[src/rtl/spi_len_rx_pkg.sv]
package spi_len_rx_pkg;
  localparam logic [3:0] A_CTRL   = 4'd0;
  localparam logic [3:0] A_TGT_HI = 4'd1;
  localparam logic [3:0] A_TGT_LO = 4'd2;
  localparam logic [3:0] A_OFS_HI = 4'd3;
  localparam logic [3:0] A_OFS_LO = 4'd4;
  localparam logic [3:0] A_STAT   = 4'd5;
  localparam logic [3:0] A_MASK   = 4'd6;
  localparam logic [3:0] A_VSTAT  = 4'd7;
  localparam logic [3:0] A_VMASK  = 4'd8;
  localparam logic [3:0] A_LEN    = 4'd9;
  localparam logic [3:0] A_HDRQ   = 4'd10;
  localparam logic [3:0] A_PAYQ   = 4'd11;
  localparam logic [3:0] A_LEVEL  = 4'd12;

  typedef struct packed {
    logic hold_pay;
    logic hold_hdr;
    logic auto_clr;
  } ctrl_t;
endpackage

[src/rtl/spi_len_sync.sv]
module spi_len_sync #(
  parameter int W = 1,
  parameter int STAGES = 2,
  parameter logic [W-1:0] INIT = '0
) (
  input  logic         clk,
  input  logic         rst_n,
  input  logic [W-1:0] async_i,
  output logic [W-1:0] sync_o
);
  logic [W-1:0] chain [STAGES];

  always_ff @(posedge clk or negedge rst_n) begin
    if (!rst_n) begin
      for (int k = 0; k < STAGES; k++) chain[k] <= INIT;
    end else begin
      chain[0] <= async_i;
      for (int k = 1; k < STAGES; k++) chain[k] <= chain[k-1];
    end
  end

  assign sync_o = chain[STAGES-1];
endmodule

[src/rtl/spi_len_shift.sv]
module spi_len_shift #(
  parameter int BW = 8
) (
  input  logic          clk,
  input  logic          rst_n,
  input  logic          active,
  input  logic          sck_rise,
  input  logic          sdi,
  output logic          byte_vld,
  output logic [BW-1:0] byte_data
);
  localparam int CW = $clog2(BW);
  logic [CW-1:0] bit_cnt;
  logic [BW-2:0] sh;

  always_ff @(posedge clk or negedge rst_n) begin
    if (!rst_n) begin
      bit_cnt   <= '0;
      sh        <= '0;
      byte_vld  <= 1'b0;
      byte_data <= '0;
    end else begin
      byte_vld <= 1'b0;
      if (!active) begin
        bit_cnt <= '0;
      end else if (sck_rise) begin
        sh      <= {sh[BW-3:0], sdi};
        bit_cnt <= bit_cnt + 1'b1;
        if (bit_cnt == CW'(BW-1)) begin
          byte_vld  <= 1'b1;
          byte_data <= {sh, sdi};
          bit_cnt   <= '0;
        end
      end
    end
  end
endmodule

[src/rtl/spi_len_fifo.sv]
module spi_len_fifo #(
  parameter int DEPTH = 8,
  parameter int WB = 4,
  localparam int AW = $clog2(DEPTH),
  localparam int LW = AW + 1
) (
  input  logic          clk,
  input  logic          rst_n,
  input  logic          flush,
  input  logic          hold,
  input  logic          wr_en,
  input  logic [7:0]    wr_data,
  input  logic          pop_word,
  output logic [LW-1:0] level,
  output logic [8*WB-1:0] peek
);
  logic [7:0]    mem [DEPTH];
  logic [AW-1:0] rd_ptr, wr_ptr;
  logic [LW-1:0] take;
  logic          full, push, drop;

  assign full = (level == LW'(DEPTH));
  assign take = pop_word ? ((level > LW'(WB)) ? LW'(WB) : level) : '0;
  assign drop = wr_en && full && !hold && (take == '0);
  assign push = wr_en && (!full || !hold || (take != '0));

  always_ff @(posedge clk or negedge rst_n) begin
    if (!rst_n) begin
      rd_ptr <= '0;
      wr_ptr <= '0;
      level  <= '0;
    end else if (flush) begin
      rd_ptr <= '0;
      wr_ptr <= '0;
      level  <= '0;
    end else begin
      rd_ptr <= rd_ptr + AW'(take) + AW'(drop);
      wr_ptr <= wr_ptr + AW'(push);
      level  <= level + LW'(push) - take - LW'(drop);
    end
  end

  always_ff @(posedge clk) begin
    if (push && !flush) mem[wr_ptr] <= wr_data;
  end

  for (genvar i = 0; i < WB; i++) begin : g_lane
    assign peek[8*i +: 8] = (LW'(i) < level) ? mem[rd_ptr + AW'(i)] : 8'h00;
  end
endmodule

[src/rtl/spi_len_rx.sv]
module spi_len_rx
  import spi_len_rx_pkg::*;
#(
  parameter int FIFO_DEPTH = 8,
  parameter int SYNC_STAGES = 2
) (
  input  logic        clk,
  input  logic        rst_n,
  input  logic        spi_sck,
  input  logic        spi_cs_n,
  input  logic        spi_mosi,
  input  logic        bus_en,
  input  logic        bus_we,
  input  logic [3:0]  bus_addr,
  input  logic [7:0]  bus_wdata,
  output logic [31:0] bus_rdata,
  output logic        irq
);
  localparam int LW = $clog2(FIFO_DEPTH) + 1;

  // pin synchronizer and edge detection
  logic [2:0] pins_s;
  logic       sck_d, cs_d, sck_rise, cs_rise;
  spi_len_sync #(.W(3), .STAGES(SYNC_STAGES), .INIT(3'b010)) u_sync (
    .clk(clk), .rst_n(rst_n),
    .async_i({spi_mosi, spi_cs_n, spi_sck}),
    .sync_o(pins_s)
  );
  always_ff @(posedge clk or negedge rst_n) begin
    if (!rst_n) begin
      sck_d <= 1'b0;
      cs_d  <= 1'b1;
    end else begin
      sck_d <= pins_s[0];
      cs_d  <= pins_s[1];
    end
  end
  assign sck_rise = pins_s[0] && !sck_d;
  assign cs_rise  = pins_s[1] && !cs_d;

  logic       byte_vld;
  logic [7:0] byte_data;
  spi_len_shift #(.BW(8)) u_shift (
    .clk(clk), .rst_n(rst_n), .active(!pins_s[1]),
    .sck_rise(sck_rise), .sdi(pins_s[2]),
    .byte_vld(byte_vld), .byte_data(byte_data)
  );

  // configuration and status registers
  ctrl_t       ctrl_q;
  logic [15:0] tgt_q, ofs_q;
  logic [1:0]  stat_q, mask_q;
  logic        vstat_q, vmask_q;

  // per-frame tracker
  logic [15:0] cnt_q, len_q;
  logic [7:0]  lo_q;
  logic        cap_q, fired_q;
  logic [16:0] cnt_n, need;
  logic [15:0] len_now;
  logic        capturing, lo_hit, valid_evt, reach_evt, to_hdr;

  assign cnt_n     = {1'b0, cnt_q} + 17'd1;
  assign lo_hit    = byte_vld && (cnt_q == ofs_q);
  assign capturing = byte_vld && !cap_q && ({1'b0, cnt_q} == ({1'b0, ofs_q} + 17'd1));
  assign len_now   = capturing ? {byte_data, lo_q} : len_q;
  assign need      = {1'b0, tgt_q} + {1'b0, len_now};
  assign valid_evt = byte_vld && (cap_q || capturing) && !fired_q && (cnt_n >= need);
  assign reach_evt = byte_vld && (cnt_n == {1'b0, tgt_q});
  assign to_hdr    = cnt_q < tgt_q;

  always_ff @(posedge clk or negedge rst_n) begin
    if (!rst_n) begin
      cnt_q   <= '0;
      len_q   <= '0;
      lo_q    <= '0;
      cap_q   <= 1'b0;
      fired_q <= 1'b0;
    end else if (cs_rise) begin
      cnt_q   <= '0;
      len_q   <= '0;
      lo_q    <= '0;
      cap_q   <= 1'b0;
      fired_q <= 1'b0;
    end else if (byte_vld) begin
      if (cnt_q != 16'hFFFF) cnt_q <= cnt_q + 16'd1;
      if (lo_hit) lo_q <= byte_data;
      if (capturing) begin
        len_q <= len_now;
        cap_q <= 1'b1;
      end
      if (valid_evt) fired_q <= 1'b1;
    end
  end

  // receive queues
  logic [LW-1:0] lvl_hdr, lvl_pay;
  logic [31:0]   peek_hdr, peek_pay;
  logic          rd_acc, pop_hdr, pop_pay, flush;

  assign rd_acc  = bus_en && !bus_we;
  assign pop_hdr = rd_acc && (bus_addr == A_HDRQ);
  assign pop_pay = rd_acc && (bus_addr == A_PAYQ);
  assign flush   = cs_rise && ctrl_q.auto_clr;

  spi_len_fifo #(.DEPTH(FIFO_DEPTH), .WB(4)) u_hdrq (
    .clk(clk), .rst_n(rst_n), .flush(flush), .hold(ctrl_q.hold_hdr),
    .wr_en(byte_vld && !cs_rise && to_hdr), .wr_data(byte_data),
    .pop_word(pop_hdr), .level(lvl_hdr), .peek(peek_hdr)
  );
  spi_len_fifo #(.DEPTH(FIFO_DEPTH), .WB(4)) u_payq (
    .clk(clk), .rst_n(rst_n), .flush(flush), .hold(ctrl_q.hold_pay),
    .wr_en(byte_vld && !cs_rise && !to_hdr), .wr_data(byte_data),
    .pop_word(pop_pay), .level(lvl_pay), .peek(peek_pay)
  );

  // register writes
  logic wr_acc;
  assign wr_acc = bus_en && bus_we;

  always_ff @(posedge clk or negedge rst_n) begin
    if (!rst_n) begin
      ctrl_q  <= '1;
      tgt_q   <= '0;
      ofs_q   <= '0;
      stat_q  <= '0;
      mask_q  <= '1;
      vstat_q <= 1'b0;
      vmask_q <= 1'b1;
    end else begin
      if (wr_acc) begin
        unique case (bus_addr)
          A_CTRL:   ctrl_q       <= ctrl_t'(bus_wdata[2:0]);
          A_TGT_HI: tgt_q[15:8]  <= bus_wdata;
          A_TGT_LO: tgt_q[7:0]   <= bus_wdata;
          A_OFS_HI: ofs_q[15:8]  <= bus_wdata;
          A_OFS_LO: ofs_q[7:0]   <= bus_wdata;
          A_MASK:   mask_q       <= bus_wdata[1:0];
          A_VMASK:  vmask_q      <= bus_wdata[0];
          default: ;
        endcase
      end
      stat_q <= (stat_q & ~((wr_acc && bus_addr == A_STAT) ? bus_wdata[1:0] : 2'b00))
                | {reach_evt && !cs_rise, cs_rise};
      vstat_q <= (vstat_q && !(wr_acc && bus_addr == A_VSTAT && bus_wdata[0]))
                 || (valid_evt && !cs_rise);
    end
  end

  // registered read data
  logic [31:0] rd_mux;
  always_comb begin
    rd_mux = '0;
    unique case (bus_addr)
      A_CTRL:   rd_mux = {29'd0, ctrl_q};
      A_TGT_HI: rd_mux = {24'd0, tgt_q[15:8]};
      A_TGT_LO: rd_mux = {24'd0, tgt_q[7:0]};
      A_OFS_HI: rd_mux = {24'd0, ofs_q[15:8]};
      A_OFS_LO: rd_mux = {24'd0, ofs_q[7:0]};
      A_STAT:   rd_mux = {30'd0, stat_q};
      A_MASK:   rd_mux = {30'd0, mask_q};
      A_VSTAT:  rd_mux = {31'd0, vstat_q};
      A_VMASK:  rd_mux = {31'd0, vmask_q};
      A_LEN:    rd_mux = {15'd0, cap_q, len_q};
      A_HDRQ:   rd_mux = peek_hdr;
      A_PAYQ:   rd_mux = peek_pay;
      A_LEVEL:  rd_mux = {16'd0, 8'(lvl_pay), 8'(lvl_hdr)};
      default:  rd_mux = '0;
    endcase
  end

  always_ff @(posedge clk or negedge rst_n) begin
    if (!rst_n) bus_rdata <= '0;
    else if (rd_acc) bus_rdata <= rd_mux;
  end

  assign irq = |(stat_q & ~mask_q) || (vstat_q && !vmask_q);
endmodule

[config.mk]
export PLATFORM = sky130hd
export DESIGN_NAME = spi_len_rx
export DESIGN_NICKNAME = d
export VERILOG_FILES = /design/src/rtl/spi_len_rx_pkg.sv /design/src/rtl/spi_len_sync.sv /design/src/rtl/spi_len_shift.sv /design/src/rtl/spi_len_fifo.sv /design/src/rtl/spi_len_rx.sv
export SDC_FILE = /design/constraint.sdc
export NUM_CORES = 1
export LEC_CHECK = 0
export ABC_CLOCK_PERIOD_IN_PS = 15210
export BUFFER_PORTS_ARGS = -buffer_cell sky130_fd_sc_hd__buf_2
export CORE_MARGIN = 10
export CORE_UTILIZATION = 35
export DETAILED_ROUTE_END_ITERATION = 16
export HOLD_SLACK_MARGIN = 0.03
export PLACE_DENSITY = 0.54
export SYNTH_ARGS = -nofsm -noshare
export SYNTH_HDL_FRONTEND = slang
export SYNTH_SLANG_ARGS = --single-unit
export TNS_END_PERCENT = 5
[constraint.sdc]
create_clock -name clk -period 15.21 [get_ports clk]
set_input_delay 0.7605 -clock clk [delete_from_list [all_inputs] [get_ports clk]]
set_output_delay 0.7605 -clock clk [all_outputs]
set_load 0.005 [all_outputs]
* Word level (Yosys, flattened, before mapping)
Memories as Yosys holds them, arrays and structs flattened.
Index checks and enable logic that the tools add are counted.
Widths: inputs -> output; s select.
** Storage, ports and cells
- Memories kept :: 2
- Register bits :: 162
- RAM bits :: 128
- Output and inout bits :: 33
- Logic and storage cells :: 219
** Cells by class
- Bitwise operators :: 6
- Eq/ne operators :: 19
- $add $sub $neg :: 23
- Reduce and logical (&&, ||, !) cells :: 80
- Magnitude comparators :: 12
- Muxes and demuxes :: 46
** Memories
- u_hdrq.mem :: depth 8, width 8, read ports 4, clocked after Yosys merged registers in 0, write ports 1, line spi_len_fifo.sv:17 : logic [7:0] mem [DEPTH];
- u_payq.mem :: depth 8, width 8, read ports 4, clocked after Yosys merged registers in 0, write ports 1, line spi_len_fifo.sv:17
** Operators with widths (count)
- $pmux 32 s13 :: 1
- $mux 16 :: 7
- $mux 8 :: 11
- $add 16x1->17 const B :: 2
- $logic_and 1x1->1 :: 34
- $eq 4x4->1 const B :: 7
- $mux 4 :: 6
- $reduce_and 2->1 :: 12
- $mux 3 :: 7
- $add 16x16->17 :: 1
- $eq 16x17->1 :: 1
- $eq 17x16->1 :: 1
- $ge 17x17->1 :: 1
- $add 16x1->16 const B :: 1
- $eq 16x16->1 :: 1
- $eq 4x3->1 const B :: 4
- $lt 1x4->1 const A :: 4
- $lt 16x16->1 :: 1
- $lt 2x4->1 const A :: 4
- $ne 16x16->1 const B :: 1
- $logic_not 1->1 :: 14
- $mux 1 :: 13
- $add 3x1->3 :: 4
- $add 3x2->3 const B :: 4
- other kinds (20) :: 44

* Depth between registers and ports, before layout
Gate-level depths: netlist of the first run.
- Depth in word-level cells :: 11
- Gate-level depth with buffers :: 26

* Hierarchy
Synthesis of the first run repeated with hierarchy kept, for this count alone.
** Unflattened totals
- Cells, all modules :: 1679
- Area, all modules :: 18049.8 um^2
** By module, submodules not included
- spi_len_rx :: area each 8077.7 um^2, seq. area each 2936.6 um^2, instances 1, cells each 920
- spi_len_fifo (u_hdrq) :: area each 4620.7 um^2, seq. area each 2172.1 um^2, instances 1, cells each 367
- spi_len_fifo (u_payq) :: area each 4413.0 um^2, seq. area each 2172.1 um^2, instances 1, cells each 335
- spi_len_shift :: area each 763.2 um^2, seq. area each 475.5 um^2, instances 1, cells each 48
- spi_len_sync :: area each 175.2 um^2, seq. area each 152.6 um^2, instances 1, cells each 9

* Least setup slack after synthesis of the first run
OpenSTA, ideal clock, no wires.
- Path type :: reg2reg
- Start :: reg ofs_q[0]
- End :: reg fired_q
- Period minus slack after synthesis :: 5.348 ns
- Arrival time :: 5.211 ns
- Data required time :: 15.073 ns
- Library setup time :: 0.137 ns
- Path buffers :: 2
- Setup slack :: 9.862 ns
- Cell stages (with the launch flop) :: 24
- Path through :: dfrtp_1 -> ha_1 -> xor2_1 -> a2111oi_2 -> o211ai_1 -> a2111oi_2 -> and4b_1 -> buf_6 -> buf_12 -> mux2_4 -> ha_1 -> nor2b_1 -> o21ai_0 -> a21boi_0 -> o41ai_1 -> o311ai_0 -> a31oi_1 -> xor2_1 -> ha_1 -> a21o_1 -> a211oi_1 -> nand4_1 -> o2111ai_1 -> a21oi_1
** On the way
- Word-level cells in the longest chain between the ends :: 9
** RTL lines
- start, declared :: line spi_len_rx.sv:51 : logic [15:0] tgt_q, ofs_q;
- start signal, assigned :: line spi_len_rx.sv:137 : A_OFS_LO: ofs_q[7:0] <= bus_wdata;
- $add 16x1->17 (*) :: line spi_len_rx.sv:65 : assign capturing = byte_vld && !cap_q && ({1'b0, cnt_q} == ({1'b0, ofs_q} + 17'd1));
- $eq 16x17->1 (*) :: line spi_len_rx.sv:65
- $logic_and 1x1->1 (*) :: line spi_len_rx.sv:65
- $mux 16 / $logic_or 1x1->1 (equally long branches) :: line spi_len_rx.sv:66, spi_len_rx.sv:68
- $add 16x16->17 / $logic_and 1x1->1 (equally long branches) :: line spi_len_rx.sv:67, spi_len_rx.sv:68
- $ge 17x17->1 / $logic_and 1x1->1 (equally long branches) :: line spi_len_rx.sv:68 : assign valid_evt = byte_vld && (cap_q || capturing) && !fired_q && (cnt_n >= need);
- $logic_and 1x1->1 (*) :: line spi_len_rx.sv:68
- $reduce_bool 2->1 (no source line) (*)
- $reduce_and 2->1 (no source line) (*)
- end signal, assigned :: line spi_len_rx.sv:78 : fired_q <= 1'b0;
- end signal, assigned :: line spi_len_rx.sv:84 : fired_q <= 1'b0;
- end signal, assigned :: line spi_len_rx.sv:92 : if (valid_evt) fired_q <= 1'b1;
- end, declared :: line spi_len_rx.sv:58 : logic cap_q, fired_q;
Mark *: on every way between the ends. The rest lies on a longest branch, timed or not.
A chain may end at the register's enable or synchronous reset.

* Worst setup path after layout of the first run
Same ends and word-level chain as after synthesis.

==> results of run 1 <==
critical path: cells and delay by family (launching register included):
kind,cells,cell delay [ns]
xor gates and xnor gates,2,0.34
DFF,1,0.47
buffers and inverters,2,0.39
and+or+nand+nor,3,0.48
AOI/OAI and AO/OA,12,3.05
adders and majority gates,4,1.03
muxes,1,0.39
power breakdown:
part	total (mW)	internal, mW	switching [mW]	leakage, nW
Sequential	0.945	0.862	0.0829	3.45
Combinational	0.373	0.162	0.211	3.89
Clock	0.834	0.486	0.348	0.561
Total	2.15	1.51	0.642	7.89
worst paths after layout:
kind                                            from                    endpoint  slack (ns)  cells after the start
max                             ofs_q[0]$_DFFE_PN0P_         fired_q$_DFFE_PN0P_        8.91                     24
min                                            rst_n  u_sync.sync_o[0]$_DFF_PN0_        0.26                      1
max reg2reg                     ofs_q[0]$_DFFE_PN0P_         fired_q$_DFFE_PN0P_        8.91                     24
min reg2reg                u_sync.chain[5]$_DFF_PN0_  u_sync.sync_o[2]$_DFF_PN0_        0.35                      0
max in group asynchronous                      rst_n  u_payq.rd_ptr[0]$_DFF_PN0_       13.26                      2
min in group clk                            spi_cs_n   u_sync.chain[4]$_DFF_PN1_        0.31                      1
layout by cell type, fill, tap and decap left out, types with 14 or more instances in the layout:
master	synthesis	layout
dfrtp_1	153	150
edfxtp_1	128	128
mux4_2	105	105
mux2i_1	96	96
nand2_1	87	87
o21ai_0	71	71
nor2_1	69	69
inv_1	68	68
ha_1	67	67
buf_2	18	50
xnor2_1	45	45
mux2_2	42	42
xor2_1	39	39
clkbuf_16	0	35
a21oi_1	34	34
and2_1	31	31
nor3_1	33	29
o22ai_1	26	26
a22o_1	26	26
nand3_1	25	25
buf_4	0	21
nand2b_1	15	15
nand4_1	14	14
kinds of logic (layout without fill, tap and decap cells):
| group | count (synthesis) | after routing | synth area share [%] |
|---|---|---|---|
| xor gates and xnor gates | 84 | 84 | 4.16 |
| buffers and inverters | 152 | 205 | 3.53 |
| DFF | 290 | 290 | 44.8 |
| muxes | 250 | 250 | 22.1 |
| and+or+nand+nor | 340 | 340 | 10.0 |
| adders and majority gates | 78 | 78 | 5.99 |
| AOI/OAI and AO/OA | 249 | 249 | 9.43 |
flip-flops by register name (all words and copies together), names as in the netlist, 4 cells and up:
| name | flops |
|---|---|
| u_hdrq.mem | 64 |
| cnt_q | 16 |
| u_shift.byte_data | 8 |
| bus_rdata | 32 |
| len_q | 16 |
| u_hdrq.level | 4 |
| ofs_q | 16 |
| lo_q | 8 |
| tgt_q | 16 |
| u_payq.mem | 64 |
| u_shift.sh | 7 |
| u_payq.level | 4 |
area by class of cell:
cell class,count,area [um2]
fill,4888,30300
multi-input combinational,1001,9220
sequential,290,7920
clock buffer,41,908
tap,672,841
timing repair buffer,72,419
inverter,69,259
clock inverter,23,228
per-layer routing:
metal | wire [um] | vias to the layer above | GRT usage [%]
met3 | 2730 | 69 | 2.32
li1 | - | 5552 | -
met2 | 24700 | 368 | 27.9
met1 | 24100 | 6404 | 24.7
met4 | 1300 | 0 | 4.88
met5 | 0 | - | 0
==> results.cfg, run 1 <==
[power_and_ir_drop]
p_total_mw = 2.15
ir_drop_mv = 0.0675
p_leak_nw = 7.89
p_per_area_nw_per_um2 = 109

[timing]
skew_ns = 0.0226
worst_slew_pin_slew_ns = 1.12
period_share_pct = 41.4
rsz0062_at_grt = false
fmax_ghz = 0.159
hold_violations = 0
whs_ns = 0.263
finalSetupTns_ns = 0
setup_viol = 0
fin_ws_ns = 8.91
slew_headroom_pct = 24.5
period_needed_ns = 6.30
drv_slew = 0

[clocking]
path_clk_slew_ns = 0.06
ctsResizeCount = 0
cts_hold_buf = 0
clock-sinks = 290
cts-root-buf = clkbuf_16
cts_tree = done
cts_max_path_buffers = 3
clk_latency_ns = 0.56
cts-htree-levels = 2
postCtsSetupBuffers = 0
numCtsBuffers = 35

[critical_path]
slowest_stage = o41ai_1
path_cells = ha_1 -> xor2_1 -> a2111oi_2 -> o211ai_1 -> a2111oi_2 -> and4b_1 -> buf_4 -> mux2_2 -> ha_1 -> inv_1 -> fa_1 -> nor2b_1 -> o21ai_0 -> a21boi_0 -> o41ai_1 -> o311ai_0 -> a31oi_1 -> xor2_1 -> ha_1 -> a21o_1 -> a211oi_1 -> nand4_1 -> o2111ai_1 -> a21oi_1
cp.arrival_ns = 6.73
end_kind = register
cp-start-kind = register
worstSetupPathType = reg2reg
critPathMaxFanout = 18
max_stage_delay_ns = 0.53
crit_top_cell = ha_1
cp.required_ns = 15.64

[routing]
drtPass1Iterations = 5
wire_per_inst_um = 24.4
drtAntennaViolNets = 0
via_count = 12400
drt-total-wl_um = 52800
vias_per_cell = 5.72
drt_iter0_drc = 1278
drc = 0

[global_route]
grt_pass1_vias = 12400
grt_pass1_wl_um = 80100
grt_max_degree = 86
grtUsageTotal_pct = 17.5
antenna_found_initial = 0
overflow = 0

[logic_synthesis]
yosys-top-cells-count = 153 x dfrtp_1, 128 x edfxtp_1, 105 x mux4_2
yosys_warnings = 0
synth_area_um2 = 17700
yosys.area.top_type = edfxtp_1
synthArstFlopShare_pct = 55.9
synth.most_common_cell = dfrtp_1
synthDominantCellAreaShare_pct = 21.8
synth-edff-count = 128
syn_nets = 1540
ys_seq_area_share_pct = 44.8
yosysUniqueCellTypes = 70
avgSynthCellArea_um2 = 12.2
ys_seq_elements = 290
synth_area_leaders = edfxtp_1 22%, dfrtp_1 22%, mux4_2 13%, mux2i_1 5.4%, ha_1 4.7%
netlist_instances = 1443
synth_ff_type = dfrtp_1

[placement]
hpwl_um = 38400
gp_congestion = 0.872
dp_cells = 2104
placed_area_um2 = 18700
pre_cts_ws_ns = 9.01
portBuffers = 51

[floorplanning]
io_pins = 52
row_count = 82
fp.dieArea_um2 = 59900
die_x_um = 245
core_area_um2 = 50100
start_util_pct = 35.3
die_h_um = 245

[finish]
area_delta_synth_final_pct = 12.0
drive_gt1_share_pct = 21.3
fin_nets = 1566
fin_util_pct = 39.5
finalNonFillerCells = 2168
fin_area_um2 = 19800
antennaDiodeCount = 0

[hold_path]
min_path_type = in2async

[run]
drv_cap = 0

[status]
status = complete, no violations
No activity file was read; power rests on OpenSTA's default activity.
==> inputs of run 2 (changes only) <==
Settings changed: ABC_CLOCK_PERIOD_IN_PS 15210 to 6100.
Clock period 15.21 ns to 6.1 ns, I/O delays scaled along.
==> results.cfg, run 2 (synthesized netlist as in run 1, its figures left out) <==
[hold_path]
hp-start = bus_wdata[6]
min_path_type = in2reg

[critical_path]
cp.required_ns = 6.54
slowest_stage = dfrtp_1
crit_top_cell = ha_1
end_kind = register
max_stage_delay_ns = 0.39
reg2reg_from = ofs_q[1]$_DFFE_PN0P_
cp.arrival_ns = 6.16
crit_start = ofs_q[1]$_DFFE_PN0P_
worstSetupPathType = reg2reg
cp-start-kind = register
worst-r2r-setup-slack_ns = 0.38
critPathMaxFanout = 3

[routing]
via_count = 12600
drtPass1Iterations = 5
drc = 0
wire_per_inst_um = 24.3
drt_iter0_drc = 1239
vias_per_cell = 5.71
drt-total-wl_um = 53500
drtAntennaViolNets = 0

[timing]
period_needed_ns = 5.72
drv_slew = 0
period_share_pct = 93.8
hold_violations = 0
fmax_ghz = 0.175
slew_headroom_pct = 17.8
setup_viol = 0
skew_ns = 0.0193
finalSetupTns_ns = 0
rsz0062_at_grt = false
worst_slew_pin_slew_ns = 1.22

[global_route]
grtUsageTotal_pct = 17.7
grt_pass1_vias = 12500
grt_pass1_wl_um = 80800
antenna_found_initial = 2
grt_max_degree = 93
overflow = 0

[finish]
final_cell_mix = 150 x dfrtp_1, 128 x edfxtp_1, 105 x mux4_2
drive_gt1_share_pct = 22.9
final_common_cell = dfrtp_1
top_regs = u_hdrq.mem: 64 flops, u_payq.mem: 64 flops, bus_rdata: 32 flops
finalNonFillerCells = 2201
fin_nets = 1598
area_delta_synth_final_pct = 13.6

[floorplanning]
row_count = 82
die_x_um = 245
start_util_pct = 35.3
die_h_um = 245
core_area_um2 = 50100
fp.dieArea_um2 = 59900
io_pins = 52

[run]
drv_cap = 0

[clocking]
clk_latency_ns = 0.57
cts_tree = done
postCtsSetupBuffers = 0
clock-sinks = 290
numCtsBuffers = 34
cts-root-buf = clkbuf_16
path_clk_slew_ns = 0.06
cts_max_path_buffers = 3
cts-htree-levels = 2

[power_and_ir_drop]
ir_drop_mv = 0.180
p_leak_nw = 8.07
p_total_mw = 5.44
p_per_area_nw_per_um2 = 271

[status]
status = complete, no violations

[placement]
gp_congestion = 0.912
portBuffers = 51
dp_cells = 2131
hpwl_um = 39200
[run 2: cell types whose count changed in the layout (fill, tap and decap cells not counted), sizes merged]
cell         delta
buf            +27
dlygate4sd3     +6
inv             -1
clkinvlp        +2
diode           +2
clkinv          -4
bufinv          +1
[run 2: layer usage]
| layer | share of wire (%) | up-vias | global-route usage, % |
|---|---|---|---|
| li1 | - | 5606 | - |
| met1 | 45 | 6443 | 24.7 |
| met2 | 45 | 436 | 27.2 |
| met3 | 6.9 | 89 | 3.15 |
| met4 | 3.6 | 0 | 6.83 |
| met5 | 0 | - | 0 |
[run 2: final cells by class]
type                    count  area (um2)
multi-input cells        1001        9210
inverters                  69         259
well taps                 672         841
repair buffers            105         686
flip-flops and latches    290        7920
fillers                  4839       30000
clock buffers              41         907
diodes                      2        5.00
clock inverters            21         258
[run 2: worst paths after layout]
check                                              to  cells after the start
setup / recovery                    vstat_q$_DFF_PN0_                     25
hold / removal                   tgt_q[6]$_DFFE_PN0P_                      3
min in group asynchronous       cnt_q[12]$_DFFE_PN0P_                      2
max in group asynchronous  u_payq.rd_ptr[0]$_DFF_PN0_                      3
setup reg to reg                    vstat_q$_DFF_PN0_                     25
hold reg to reg            u_sync.sync_o[0]$_DFF_PN0_                      0
[run 2: through the flow]
stage | hold slack [ns] | area, um2 | worst slack (ns) | utilization, %
5_1_grt | 0.0775 | 20100 | 0.0144 | 40.1
3_5_place_dp | 0.335 | 18800 | 0.159 | 37.6
2_1_floorplan | 0.00941 | 17700 | 0.752 | -
3_3_place_gp | 0.335 | 18800 | 0.302 | 37.6
4_1_cts | 0.0312 | 20100 | 0.142 | 40.1
6_report | 0.0687 | 20100 | 0.377 | 40.1
[run 2: where the power goes]
group          internal (mW)  total, mW  switching [mW]
logic                  0.418      0.965           0.547
clock network           1.25       2.14           0.884
registers               2.15       2.34           0.189
total                   3.82       5.44            1.62
[run 2: worst max-delay path: cells and delay by family (launching register included)]
kind / cells / cell delay (ns)
AO/OA/AOI/OAI: 8 / 2.00
buffers and inverters: 3 / 0.40
flip-flops: 1 / 0.39
adder cells (fa/ha/maj): 4 / 1.16
multiplexers: 1 / 0.19
AND/OR/NAND/NOR: 7 / 1.20
XOR/XNOR: 2 / 0.23
[run 2: repair_timing]
item                       in CTS  in global routing
setup endpoints to repair       0                  2
resized for setup               0                  4
hold buffers                    6                  0
hold endpoints to repair       95                  0
